## src/rtl/bop_pkg.sv

```systemverilog
package bop_pkg;
  localparam int BYTE_W = 8;

  typedef enum logic {
    HS_IDLE = 1'b0,
    HS_HOLD = 1'b1
  } hs_state_t;
endpackage

```

## src/rtl/bop_fifo.sv

```systemverilog
module bop_fifo #(
  parameter int DEPTH = 16,
  parameter int WIDTH = 8,
  localparam int PTR_W = (DEPTH > 1) ? $clog2(DEPTH) : 1,
  localparam int LVL_W = $clog2(DEPTH + 1)
) (
  input  logic             clk,
  input  logic             rst,
  input  logic             push,
  input  logic [WIDTH-1:0] push_data,
  input  logic             pop,
  output logic [WIDTH-1:0] head_data,
  output logic             empty,
  output logic             full,
  output logic [LVL_W-1:0] level
);
  logic [WIDTH-1:0] mem [DEPTH];
  logic [PTR_W-1:0] wr_ptr, rd_ptr;

  function automatic logic [PTR_W-1:0] next_ptr(input logic [PTR_W-1:0] p);
    return (p == PTR_W'(DEPTH - 1)) ? '0 : p + PTR_W'(1);
  endfunction

  assign empty     = (level == '0);
  assign full      = (level == LVL_W'(DEPTH));
  assign head_data = mem[rd_ptr];

  always_ff @(posedge clk) begin
    if (push) mem[wr_ptr] <= push_data;
  end

  always_ff @(posedge clk) begin
    if (rst) begin
      wr_ptr <= '0;
      rd_ptr <= '0;
      level  <= '0;
    end else begin
      if (push) wr_ptr <= next_ptr(wr_ptr);
      if (pop)  rd_ptr <= next_ptr(rd_ptr);
      case ({push, pop})
        2'b10:   level <= level + LVL_W'(1);
        2'b01:   level <= level - LVL_W'(1);
        default: level <= level;
      endcase
    end
  end
endmodule

```

## src/rtl/bop_req_sync.sv

```systemverilog
module bop_req_sync (
  input  logic clk,
  input  logic rst,
  input  logic req_in,
  output logic req_q
);
  always_ff @(posedge clk) begin
    if (rst) req_q <= 1'b0;
    else     req_q <= req_in;
  end
endmodule

```

## src/rtl/bop_handshake.sv

```systemverilog
module bop_handshake
  import bop_pkg::*;
#(
  parameter int WIDTH = BYTE_W
) (
  input  logic             clk,
  input  logic             rst,
  input  logic             req_q,
  input  logic             q_empty,
  input  logic [WIDTH-1:0] q_head,
  output logic             q_pop,
  output logic             rdy,
  output logic [WIDTH-1:0] dout
);
  hs_state_t state;

  assign q_pop = (state == HS_IDLE) && req_q && !q_empty;

  always_ff @(posedge clk) begin
    if (rst) begin
      state <= HS_IDLE;
      rdy   <= 1'b0;
      dout  <= '0;
    end else begin
      unique case (state)
        HS_IDLE: if (q_pop) begin
          dout  <= q_head;
          rdy   <= 1'b1;
          state <= HS_HOLD;
        end
        HS_HOLD: if (!req_q) begin
          rdy   <= 1'b0;
          state <= HS_IDLE;
        end
        default: state <= HS_IDLE;
      endcase
    end
  end
endmodule

```

## src/rtl/byte_out_port.sv

```systemverilog
module byte_out_port
  import bop_pkg::*;
#(
  parameter int DEPTH = 16,
  localparam int LVL_W = $clog2(DEPTH + 1)
) (
  input  logic              clk,
  input  logic              rst,
  input  logic              wr_valid,
  input  logic [BYTE_W-1:0] wr_data,
  output logic              wr_ready,
  output logic              fifo_full,
  input  logic              req,
  output logic              rdy,
  output logic [BYTE_W-1:0] dout
);
  logic              req_q;
  logic              push, pop, q_empty;
  logic [BYTE_W-1:0] q_head;
  logic [LVL_W-1:0]  level;

  assign wr_ready = !fifo_full;
  assign push     = wr_valid && wr_ready;

  bop_req_sync u_sync (
    .clk(clk), .rst(rst), .req_in(req), .req_q(req_q)
  );

  bop_fifo #(.DEPTH(DEPTH), .WIDTH(BYTE_W)) u_fifo (
    .clk(clk), .rst(rst), .push(push), .push_data(wr_data), .pop(pop),
    .head_data(q_head), .empty(q_empty), .full(fifo_full), .level(level)
  );

  bop_handshake #(.WIDTH(BYTE_W)) u_hs (
    .clk(clk), .rst(rst), .req_q(req_q), .q_empty(q_empty), .q_head(q_head),
    .q_pop(pop), .rdy(rdy), .dout(dout)
  );
endmodule

```

## config.mk

```make
export PLATFORM = sky130hd
export DESIGN_NAME = byte_out_port
export DESIGN_NICKNAME = d
export VERILOG_FILES = /design/src/rtl/bop_pkg.sv /design/src/rtl/bop_fifo.sv /design/src/rtl/bop_req_sync.sv /design/src/rtl/bop_handshake.sv /design/src/rtl/byte_out_port.sv
export SDC_FILE = /design/constraint.sdc
export NUM_CORES = 1
export LEC_CHECK = 0
export BUFFER_PORTS_ARGS = -buffer_cell sky130_fd_sc_hd__buf_4
export CAP_MARGIN = 20
export CORE_MARGIN = 1.5
export CORE_UTILIZATION = 65
export CTS_CLUSTER_DIAMETER = 60
export DETAILED_ROUTE_END_ITERATION = 6
export GPL_TIMING_DRIVEN = 0
export PLACE_DENSITY = 0.94
export SYNTH_ARGS = -nofsm -noshare
export SYNTH_HDL_FRONTEND = slang
export SYNTH_SLANG_ARGS = --single-unit
```

## constraint.sdc

```tcl
create_clock -name clk -period 4.7 [get_ports clk]
set_input_delay 0.94 -clock clk [delete_from_list [all_inputs] [get_ports clk]]
set_output_delay 0.94 -clock clk [all_outputs]
set_load 0.05 [all_outputs]
```

After elaboration in Yosys (flattened, before gate mapping). Memories as Yosys holds them, arrays and structs flattened. A register that Yosys moved wholly into a read port is not among the register bits. Cells that the tools add are included. W data, S select, Z words.

Register bits: 16. Memory bits (writable): 128. Output and inout bits: 11. Memories kept: 1.

Add/subtract/negate cells: 4. Equal/unequal tests: 7. Multiplexer cells: 11. Bitwise operators: 1. Reduce and logical (&&, ||, !) cells: 9.

Memories: u_fifo.mem (words 16, width 8, rd ports 1, clocked after memory_dff 1, write ports 1, RTL line bop_fifo.sv:17) `logic [WIDTH-1:0] mem [DEPTH];`.

Operators by type and width (number): $pmux W5 S2 (1); $add A4 B1 Y4 const B (2); $eq A4 B4 Y1 const B (2); $mux W4 (2); $mux W1 (6); $add A5 B1 Y5 const B (1); $eq A5 B5 Y1 const B (1); $logic_not A5 Y1 (1); $sub A5 B1 Y5 const B (1); $ne A2 B2 Y1 const B (2); $pmux W1 S2 (2); $reduce_and A2 Y1 (2); $logic_and A1 B1 Y1 (3); $eq A2 B1 Y1 const B (1); $eq A2 B2 Y1 const B (1); $logic_not A1 Y1 (2); $reduce_bool A2 Y1 (1); $not A1 Y1 (1).

Longest topological paths before layout. Gate-level depths: netlist of the first run.

Depth after elaboration: 5. Depth in mapped cells: 12. Gate-level depth less buffers: 10.

Hierarchy. Synthesis of the first run repeated with hierarchy kept, for this count alone.

Cell total of the unflattened synthesis: 356. Area total of the unflattened synthesis: 6301.0 µm².

Modules (own cells, without submodules): bop_fifo (times used 1, cells an instance 318, area each 5886.9 µm², sequential area each 4184.0 µm²); bop_handshake (times used 1, cells an instance 34, area each 370.4 µm², sequential area each 200.2 µm²); bop_req_sync (times used 1, cells an instance 2, area each 33.8 µm², sequential area each 20.0 µm²); byte_out_port (times used 1, cells an instance 2, area each 10.0 µm², sequential area each 0.0 µm²).

Worst setup path before layout of the first run. Ideal clock, no wire load.

Kind: input to register. Start: input wr_valid. End: register u_fifo.level[4]. Data arrival time: 2.876 ns. Data required time: 4.638 ns. Setup slack: 1.762 ns. Stages: 8. Buffers on the path: 1. Cell sequence: a21boi_1 > inv_1 > ha_1 > clkbuf_1 > or4b_2 > a21oi_1 > a31oi_1 > nand3_1.

Word-level cells in the longest chain between the ends: 3. Elaborated cells on any way between the ends: 5. Those cells by class: 2 x eq/ne; 1 x mux; 2 x reduce/logical.

Ends and longest elaborated chain: from (decl) (RTL line byte_out_port.sv:9) `input logic wr_valid,`; $logic_and A1 B1 Y1 * (RTL line byte_out_port.sv:23) `assign push = wr_valid && wr_ready;`; $eq A2 B1 Y1 or $eq A2 B2 Y1 (tied branches) (RTL line bop_fifo.sv:40) `case ({push, pop})`; $pmux W5 S2 or $reduce_bool A2 Y1 (tied branches); to (signal assigned) (RTL line bop_fifo.sv:41) `2'b10: level <= level + LVL_W'(1);`; to (signal assigned) (RTL line bop_fifo.sv:42) `2'b01: level <= level - LVL_W'(1);`; to (signal assigned) (RTL line bop_fifo.sv:43) `default: level <= level;`; to (decl) (RTL line bop_fifo.sv:15) `output logic [LVL_W-1:0] level`.

Mark *: on every way between the ends. The rest lies on a longest branch, timed or not. A chain may end at the register's enable or synchronous reset.

Worst setup path after layout of the first run.
Start: register u_fifo.level[2]. End: register u_fifo.level[4].

Word-level cells in the longest chain between the ends: 5. Elaborated cells on any way between the ends: 12. Those cells by class: 2 x add/sub; 3 x eq/ne; 1 x mux; 6 x reduce/logical.

Ends and longest elaborated chain (RTL line): $eq A5 B5 Y1 or $logic_not A5 Y1 (tied branches) (bop_fifo.sv:25, bop_fifo.sv:24); $logic_not A1 Y1 (on tied branches) (byte_out_port.sv:22, bop_handshake.sv:17); $logic_and A1 B1 Y1 (on tied branches) (byte_out_port.sv:23, bop_handshake.sv:17); $eq A2 B1 Y1 or $eq A2 B2 Y1 (tied branches) (bop_fifo.sv:40); $pmux W5 S2 or $reduce_bool A2 Y1 (tied branches).

Parallel ways exist; a longest one is shown, timed or not.

==> results.md, run 1 <==
* First-pass DRT Iterations at 5
* Layout cell share with drive strength beyond 1 at 26.8%
* Mux cell area share after synthesis at 12.9%
* Min Tclk post-route at 3.10 ns
* I/O Buffers at 21
* Synthesized-area fraction occupied by adder cells at 1.80%
* Fmax achieved at 0.322 GHz
* Final estimated routing congestion in global placement at 0.855
* Post-placement cell count at 526
* RSZ-0062 raised after global routing: false
* Detail Placement HPWL at 8.01 mm
* CP dominant cell by count: ha_1
* Critical Path Fanout Max at 10
* LEAKAGE at 2.36 nW
* Clk pin slew, worst setup/hold paths at 0.07 ns
* Worst slew margin at 40.0%
* Post-Syn Area at 6260 um2
* Warning count from the yosys run at 0
* Clock Skews at 0.0132 ns
* DIE WIDTH at 101 um
* Vias in the first global route at 3,598
* Seq/Total Area, Yosys at 69.0%
* Nets at 441
* Clock Path Buffers at 2
* Die span in y at 101 um
* Via count at 3,606
* Largest family of logic cells by synthesized area: multiplexers
* Setup TNS at 0 ns
* Hold endpoint: u_hs.state
* Power Density at 483 nW/um2
* Xor and xnor area share after synthesis at 0.699%
* Compound-Gate Fraction of Synth Area at 7.09%
* Syn Inst Count at 376
* Die footprint at 10,200 um2
* Final cycle utilization of the critical path at 66.1%
* Initial Util at 67.5%
* First-pass GRT wire length at 19.8 mm
* Vias per cell at 6.42
* ANT cells at 0
* Post-DR wirelength/cell at 23.3 um
* Max_cap viols at 0
* Final Slew Violations at 0
* Number of buffers created by CTS at 17
* Post-CTS Setup Bufs at 0
* Initial antenna violation count at 0
* Io pins at 23
* Remaining DRCs at 0
* Simple logic cell fraction of the synthesized area at 5.53%
* Clk_lat worst skew at 0.53 ns
* Area growth, synth to finish at 14.2%
* Worst hold stages at 2
* Critical Path Sink Type: flip-flop
* Syn_nets at 397
* Yosys cell types at 47
* Critical Path RT at 5.17 ns
* Non-Filler Instances at 562
* Worst-path cell chain: buf_2, nor4_1, a21boi_1, inv_1, ha_1, ha_1, or4b_2, a21oi_1, a31oi_1, nand3_1
* Aggregate global routing overflow at 0
* Clock sink total at 152
* Iteration-0 DRC Markers at 356
* Overall power at 3.45 mW
* Final setup vio count at 0
* Post-synthesis sequential element count at 152
* HP Class: flip-flop to flip-flop
* Worst setup SP type: flip-flop
* R2R depth at 10
* R2R setup slack at 1.60 ns
* Row count at 35
* Slew @ Worst Pin at 0.897 ns
* Max stage delay on crit path at 0.60 ns
* Synthesized area per cell at 16.7 um2
* Hold Vio Cnt, Final at 0
* Post-route ant nets at 0
* H-tree lvl count at 4
* VDD IR max at 297 uV
* Hold_sp: u_sync.req_q
* Crit path DAT at 3.57 ns
* Reg2Reg Launch Point: u_fifo.level[2]
* CP max-delay cell: or4b_2
* CTS tree: yes
* Largest net degree at the start of global routing at 17
* Worst r2r dst: u_fifo.level[4]
* Root buf cell: clkbuf_8
* Core area at 9280 um2
* Gates resized, CTS repair at 0
* Total GRT Usage at 27.8%
* Routed WL at 13.1 mm
* Hold_buf cts at 0
* Critical path class: flip-flop to flip-flop
* Status: completed
[state kept, by name, indices dropped and copies added, names as in the netlist]
register       cells
u_fifo.mem       128
u_hs.dout          8
u_fifo.level       5
u_fifo.rd_ptr      4
u_fifo.wr_ptr      4
u_hs.rdy           1
u_hs.state         1
u_sync.req_q       1
[synth_stat cells (all sizes together)]
cell | number | area, um2
edfxtp | 128 | 3840
nor2 | 29 | 109
mux2i | 27 | 270
dfxtp | 24 | 480
mux4 | 24 | 541
a21oi | 17 | 85.1
buf | 14 | 110
nand2 | 13 | 48.8
a311oi | 10 | 144
inv | 10 | 37.5
clkbuf | 9 | 33.8
ha | 9 | 113
o22ai | 8 | 50.1
or2 | 8 | 50.1
nor3 | 6 | 30.0
o21ai | 4 | 31.3
xor2 | 4 | 35.0
a211o | 3 | 26.3
nand2b | 3 | 18.8
a21o | 2 | 15.0
a31oi | 2 | 12.5
a41oi | 2 | 17.5
nor2b | 2 | 12.5
o211ai | 2 | 20.0
a2111oi | 1 | 8.76
a211oi | 1 | 7.51
a21boi | 1 | 7.51
a311o | 1 | 10.0
and2 | 1 | 6.26
and3b | 1 | 8.76
nand3 | 1 | 5.00
nand3b | 1 | 7.51
nor3b | 1 | 7.51
nor4 | 1 | 6.26
o32ai | 1 | 8.76
or3 | 1 | 6.26
or3b | 1 | 8.76
or4 | 1 | 11.3
or4b | 1 | 10.0
xnor2 | 1 | 8.76
[logic make-up (layout without fill, tap and decap cells)]
| family | Yosys count | count (layout) |
|---|---|---|
| flip-flops | 152 | 152 |
| AND/OR/NAND/NOR | 71 | 71 |
| AO/OA/AOI/OAI | 55 | 55 |
| multiplexers | 51 | 51 |
| buffers and inverters | 33 | 90 |
| adder cells (fa/ha/maj) | 9 | 9 |
| XOR/XNOR | 5 | 5 |
[worst max-delay path, delay by kind of cell, from the launching register on]
kind | cells | cell delay (ns)
buffers and inverters | 2 | 0.37
adders and majority gates | 2 | 0.58
AOI/OAI and AO/OA | 3 | 0.59
and+or+nand+nor | 3 | 1.22
DFF | 1 | 0.29
[where the power goes]
group	switching, mW	leakage, nW	internal, mW
Sequential	0.0417	1.35	1.53
Combinational	0.392	0.743	0.242
Clock	0.583	0.265	0.670
Total	1.02	2.36	2.44
[how the worst max path moves through the flow]
| stage | end | start | slack (ns) |
|---|---|---|---|
| 4_1_cts | u_fifo.level[4] | u_fifo.level[2] | 1.66 |
| 3_5_place_dp | u_fifo.level[4] | wr_valid | 1.33 |
| 3_3_place_gp | u_fifo.level[4] | wr_valid | 1.45 |
| 6_report | u_fifo.level[4] | u_fifo.level[2] | 1.60 |
| 2_1_floorplan | u_fifo.level[4] | wr_valid | 1.76 |
| 5_1_grt | u_fifo.level[4] | u_fifo.level[2] | 1.38 |
[per-layer routing]
layer	global-route usage, %	wire length, um	up-vias
met3	4.90	955	40
met2	46.7	6750	186
met4	12.5	387	0
li1	-	-	1561
met1	35.9	5020	1819
met5	0	0	-
[stage by stage]
step | hold WS (ns) | area (um2) | worst slack [ns] | util, %
4_1_cts | 0.469 | 7130 | 1.66 | 76.8
3_5_place_dp | 0.453 | 6580 | 1.33 | 70.9
6_report | 0.467 | 7150 | 1.60 | 77.0
5_1_grt | 0.500 | 7150 | 1.38 | 77.0
2_1_floorplan | 0.414 | 6260 | 1.76 | -
3_3_place_gp | 0.425 | 6580 | 1.45 | 70.9
[cell type report]
type                    count  area [um2]
flip-flops and latches    152        4320
fillers                   518        2130
multi-input cells         191        1760
clock buffers              17         414
repair buffers             25         180
well taps                 129         161
plain buffers              23         144
clock inverters            15         134
inverters                  10        37.5
[layout by cell type (no fill, tap or decap), types with 8 or more instances in the layout]
master / n
clkbuf_16: 16
inv_1: 9
or2_2: 8
edfxtp_1: 128
ha_1: 9
buf_4: 25
nand2_1: 13
mux4_2: 24
nor2_1: 29
mux2i_1: 27
dfxtp_1: 24
a21oi_1: 17
clkbuf_1: 9
a311oi_2: 9
o22ai_1: 8
(Power assumes the default switching activity.)
==> run 2, diff against run 1 <==
--- a/config.mk
+++ b/config.mk
@@ -8,11 +8,11 @@
 export BUFFER_PORTS_ARGS = -buffer_cell sky130_fd_sc_hd__buf_4
 export CAP_MARGIN = 20
 export CORE_MARGIN = 1.5
-export CORE_UTILIZATION = 65
+export CORE_UTILIZATION = 55
 export CTS_CLUSTER_DIAMETER = 60
 export DETAILED_ROUTE_END_ITERATION = 6
 export GPL_TIMING_DRIVEN = 0
-export PLACE_DENSITY = 0.94
+export PLACE_DENSITY = 0.86
 export SYNTH_ARGS = -nofsm -noshare
 export SYNTH_HDL_FRONTEND = slang
 export SYNTH_SLANG_ARGS = --single-unit
==> constraint.sdc (replaced) <==
create_clock -name clk -period 2.7 [get_ports clk]
set_input_delay 0.54 -clock clk [delete_from_list [all_inputs] [get_ports clk]]
set_output_delay 0.54 -clock clk [all_outputs]
set_load 0.05 [all_outputs]
==> results.md, run 2 (synthesized netlist as in run 1, its figures left out) <==
* Final setup vio count at 0 (unchanged)
* H-tree lvl count at 4 (unchanged)
* Largest regs: u_fifo.mem x128, u_hs.dout x8, u_fifo.level x5
* Clk pin slew, worst setup/hold paths at 0.06 ns (about the same)
* Number of buffers created by CTS at 17 (unchanged)
* Critical Path RT at 3.07 ns (-2.10 ns)
* Critical Path Sink Type: flip-flop
* R2R setup slack at 0.05 ns (-1.55 ns)
* Most frequent cells in the layout: 128 x edfxtp_1, 31 x buf_4, 29 x nor2_1
* I/O Buffers at 21 (unchanged)
* Worst setup SP type: flip-flop
* CP max-delay cell: or4_4
* Clock power frac at 37.5% (+1.2 points)
* Nets at 446 (+1.1%)
* First-pass DRT Iterations at 5 (unchanged)
* Worst r2r dst: u_fifo.level[4]
* Leading cell type in the layout, fill and taps excluded: edfxtp_1
* Power Density at 869 nW/um2 (+80%)
* Worst-path cell chain: buf_6, or4_4, o21ai_4, clkinv_4, buf_12, ha_4, buf_8, or4b_4, a21oi_2, a31oi_1, nand3_1
* Hold endpoint: u_sync.req_q
* Clock Skews at 0.00922 ns (-0.00400 ns)
* CTS tree: yes
* Die footprint at 12,000 um2 (+18%)
* Critical path class: flip-flop to flip-flop
* Initial Util at 57.0% (-10 points)
* ANT cells at 0 (unchanged)
* HP Class: input port to flip-flop
* Final estimated routing congestion in global placement at 0.823 (-3.8%)
* Sequential power share at 43.1% (-2.3 points)
* Setup TNS at 0 ns (unchanged)
* Fillers at 702 (+36%)
* Post-place setup slack at -0.353 ns (-1.68 ns)
* Vias in the first global route at 3,569 (-0.81%)
* Clock Path Buffers at 2 (unchanged)
* Final Slew Violations at 0 (unchanged)
* Final core occ at 67.0% (-10 points)
* Reg2Reg Launch Point: u_fifo.level[1]
* Comb power frac at 19.4% (+1.1 points)
* Row count at 38 (+8.6%)
* Routed WL at 13.2 mm (+0.43%)
* Die span in y at 110 um (+8.5%)
* Post-route ant nets at 0 (unchanged)
* Sw Share at 27.4% (-2.0 points)
* Root buf cell: clkbuf_16
* Clk_lat worst skew at 0.43 ns (-0.10 ns)
* Aggregate global routing overflow at 0 (unchanged)
* Fmax achieved at 0.377 GHz (+17%)
* LEAKAGE at 2.42 nW (+2.5%)
* Internal at 4.64 mW (+90%)
* Hold_buf cts at 0 (unchanged)
* VDD IR max at 480 uV (+62%)
* Vias per cell at 6.19 (-3.6%)
* Final Cell Area at 7360 um2 (+2.9%)
* Iteration-0 DRC Markers at 252 (-29%)
* Io pins at 23 (unchanged)
* Tightest hold margin at 0.319 ns (-0.149 ns)
* Min Tclk post-route at 2.65 ns (-0.454 ns)
* Crit path DAT at 3.02 ns (-0.55 ns)
* Post-DR wirelength/cell at 22.8 um (-2.4%)
* Area growth, synth to finish at 17.5%
* Detail Placement HPWL at 8.20 mm (+2.4%)
* DIE WIDTH at 110 um (+8.5%)
* Worst slew margin at 42.6% (+2.6 points)
* First-pass GRT wire length at 19.9 mm (about the same)
* Critical Path Fanout Max at 10 (unchanged)
* Register name with the most flops: u_fifo.mem
* Largest net degree at the start of global routing at 17 (unchanged)
* R2R depth at 11 (+1)
* Remaining DRCs at 0 (unchanged)
* Placed Area at 6600 um2 (+0.27%)
* Hold Vio Cnt, Final at 0 (unchanged)
* Max FFs per register at 128 (unchanged)
* Non-Filler Instances at 578 (+2.8%)
* Post-placement cell count at 537 (+2.1%)
* Max_cap viols at 0 (unchanged)
* Final cycle utilization of the critical path at 98.2% (+32 points)
* Slew @ Worst Pin at 0.858 ns (-0.0387 ns)
* Core area at 11,000 um2 (+18%)
* Clock sink total at 152 (unchanged)
* Initial antenna violation count at 0 (unchanged)
* Status: completed
* Overall power at 6.40 mW (+85%)
* Worst hold stages at 2 (unchanged)
* P_sw at 1.75 mW (+73%)
* Total GRT Usage at 23.7% (-4.0 points)
* Hold_sp: req
* Layout cell share with drive strength beyond 1 at 30.1% (+3.3 points)
* Final setup margin at 0.0492 ns (-1.55 ns)
* Max stage delay on crit path at 0.57 ns (-0.03 ns)
* Via count at 3,577 (-0.80%)
[run 2: cell types whose count changed in the layout (fill, tap and decap cells not counted), sizes merged]
cell	before	now
bufinv	0	3
buf	37	42
clkinv	6	7
inv	17	13
[run 2: critical path: cells and delay by family, from the launching register on]
| kind | cells | cell delay [ns] |
|---|---|---|
| flip-flops | 1 | 0.31 |
| AND/OR/NAND/NOR | 3 | 1.16 |
| buffers and inverters | 4 | 0.52 |
| adder cells (fa/ha/maj) | 1 | 0.21 |
| AO/OA/AOI/OAI | 3 | 0.40 |
[run 2: final cells by class]
type / count / area (um2) / share of cell area (%)
sequential: 152 / 4330 / 58.8
multi-input combinational: 191 / 1830 / 24.8
clock buffer: 17 / 425 / 5.78
timing repair buffer: 32 / 248 / 3.37
tap: 140 / 175 / 2.38
clock inverter: 15 / 174 / 2.36
buffer: 21 / 139 / 1.89
inverter: 10 / 42.5 / 0.578
[run 2: what timing repair did]
action,CTS,global route
pin swaps,2,8
setup buffers,2,5
resized for setup,10,11
endpoints found under the setup margin,27,3
[run 2: worst max-delay path by stage]
stage	startpoint	end	slack [ns]	cells past startpoint
5_1_grt	u_fifo.level[1]	u_fifo.level[2]	-0.03	11
4_1_cts	u_fifo.level[1]	u_fifo.level[4]	-0.14	11
3_3_place_gp	u_fifo.level[1]	u_fifo.level[4]	-0.23	10
6_report	u_fifo.level[1]	u_fifo.level[4]	0.05	11
3_5_place_dp	u_fifo.level[2]	u_fifo.level[4]	-0.35	10
2_1_floorplan	u_fifo.level[1]	u_fifo.level[4]	0.004	11
[run 2: layer usage]
metal  routed length (um)  global-route usage (%)
met5                    0                       0
met3                  912                    5.28
met4                  229                    9.00
met1                 5130                    29.7
met2                 6900                    40.6
[run 2: power groups by stage]
stage	Combinational, mW	Sequential, mW	Clock [mW]
2_1_floorplan	0.670	2.89	0
3_3_place_gp	1.03	2.77	0
3_5_place_dp	1.07	2.78	0
4_1_cts	1.14	2.75	2.42
5_1_grt	1.32	2.77	2.52
6_report	1.24	2.76	2.40
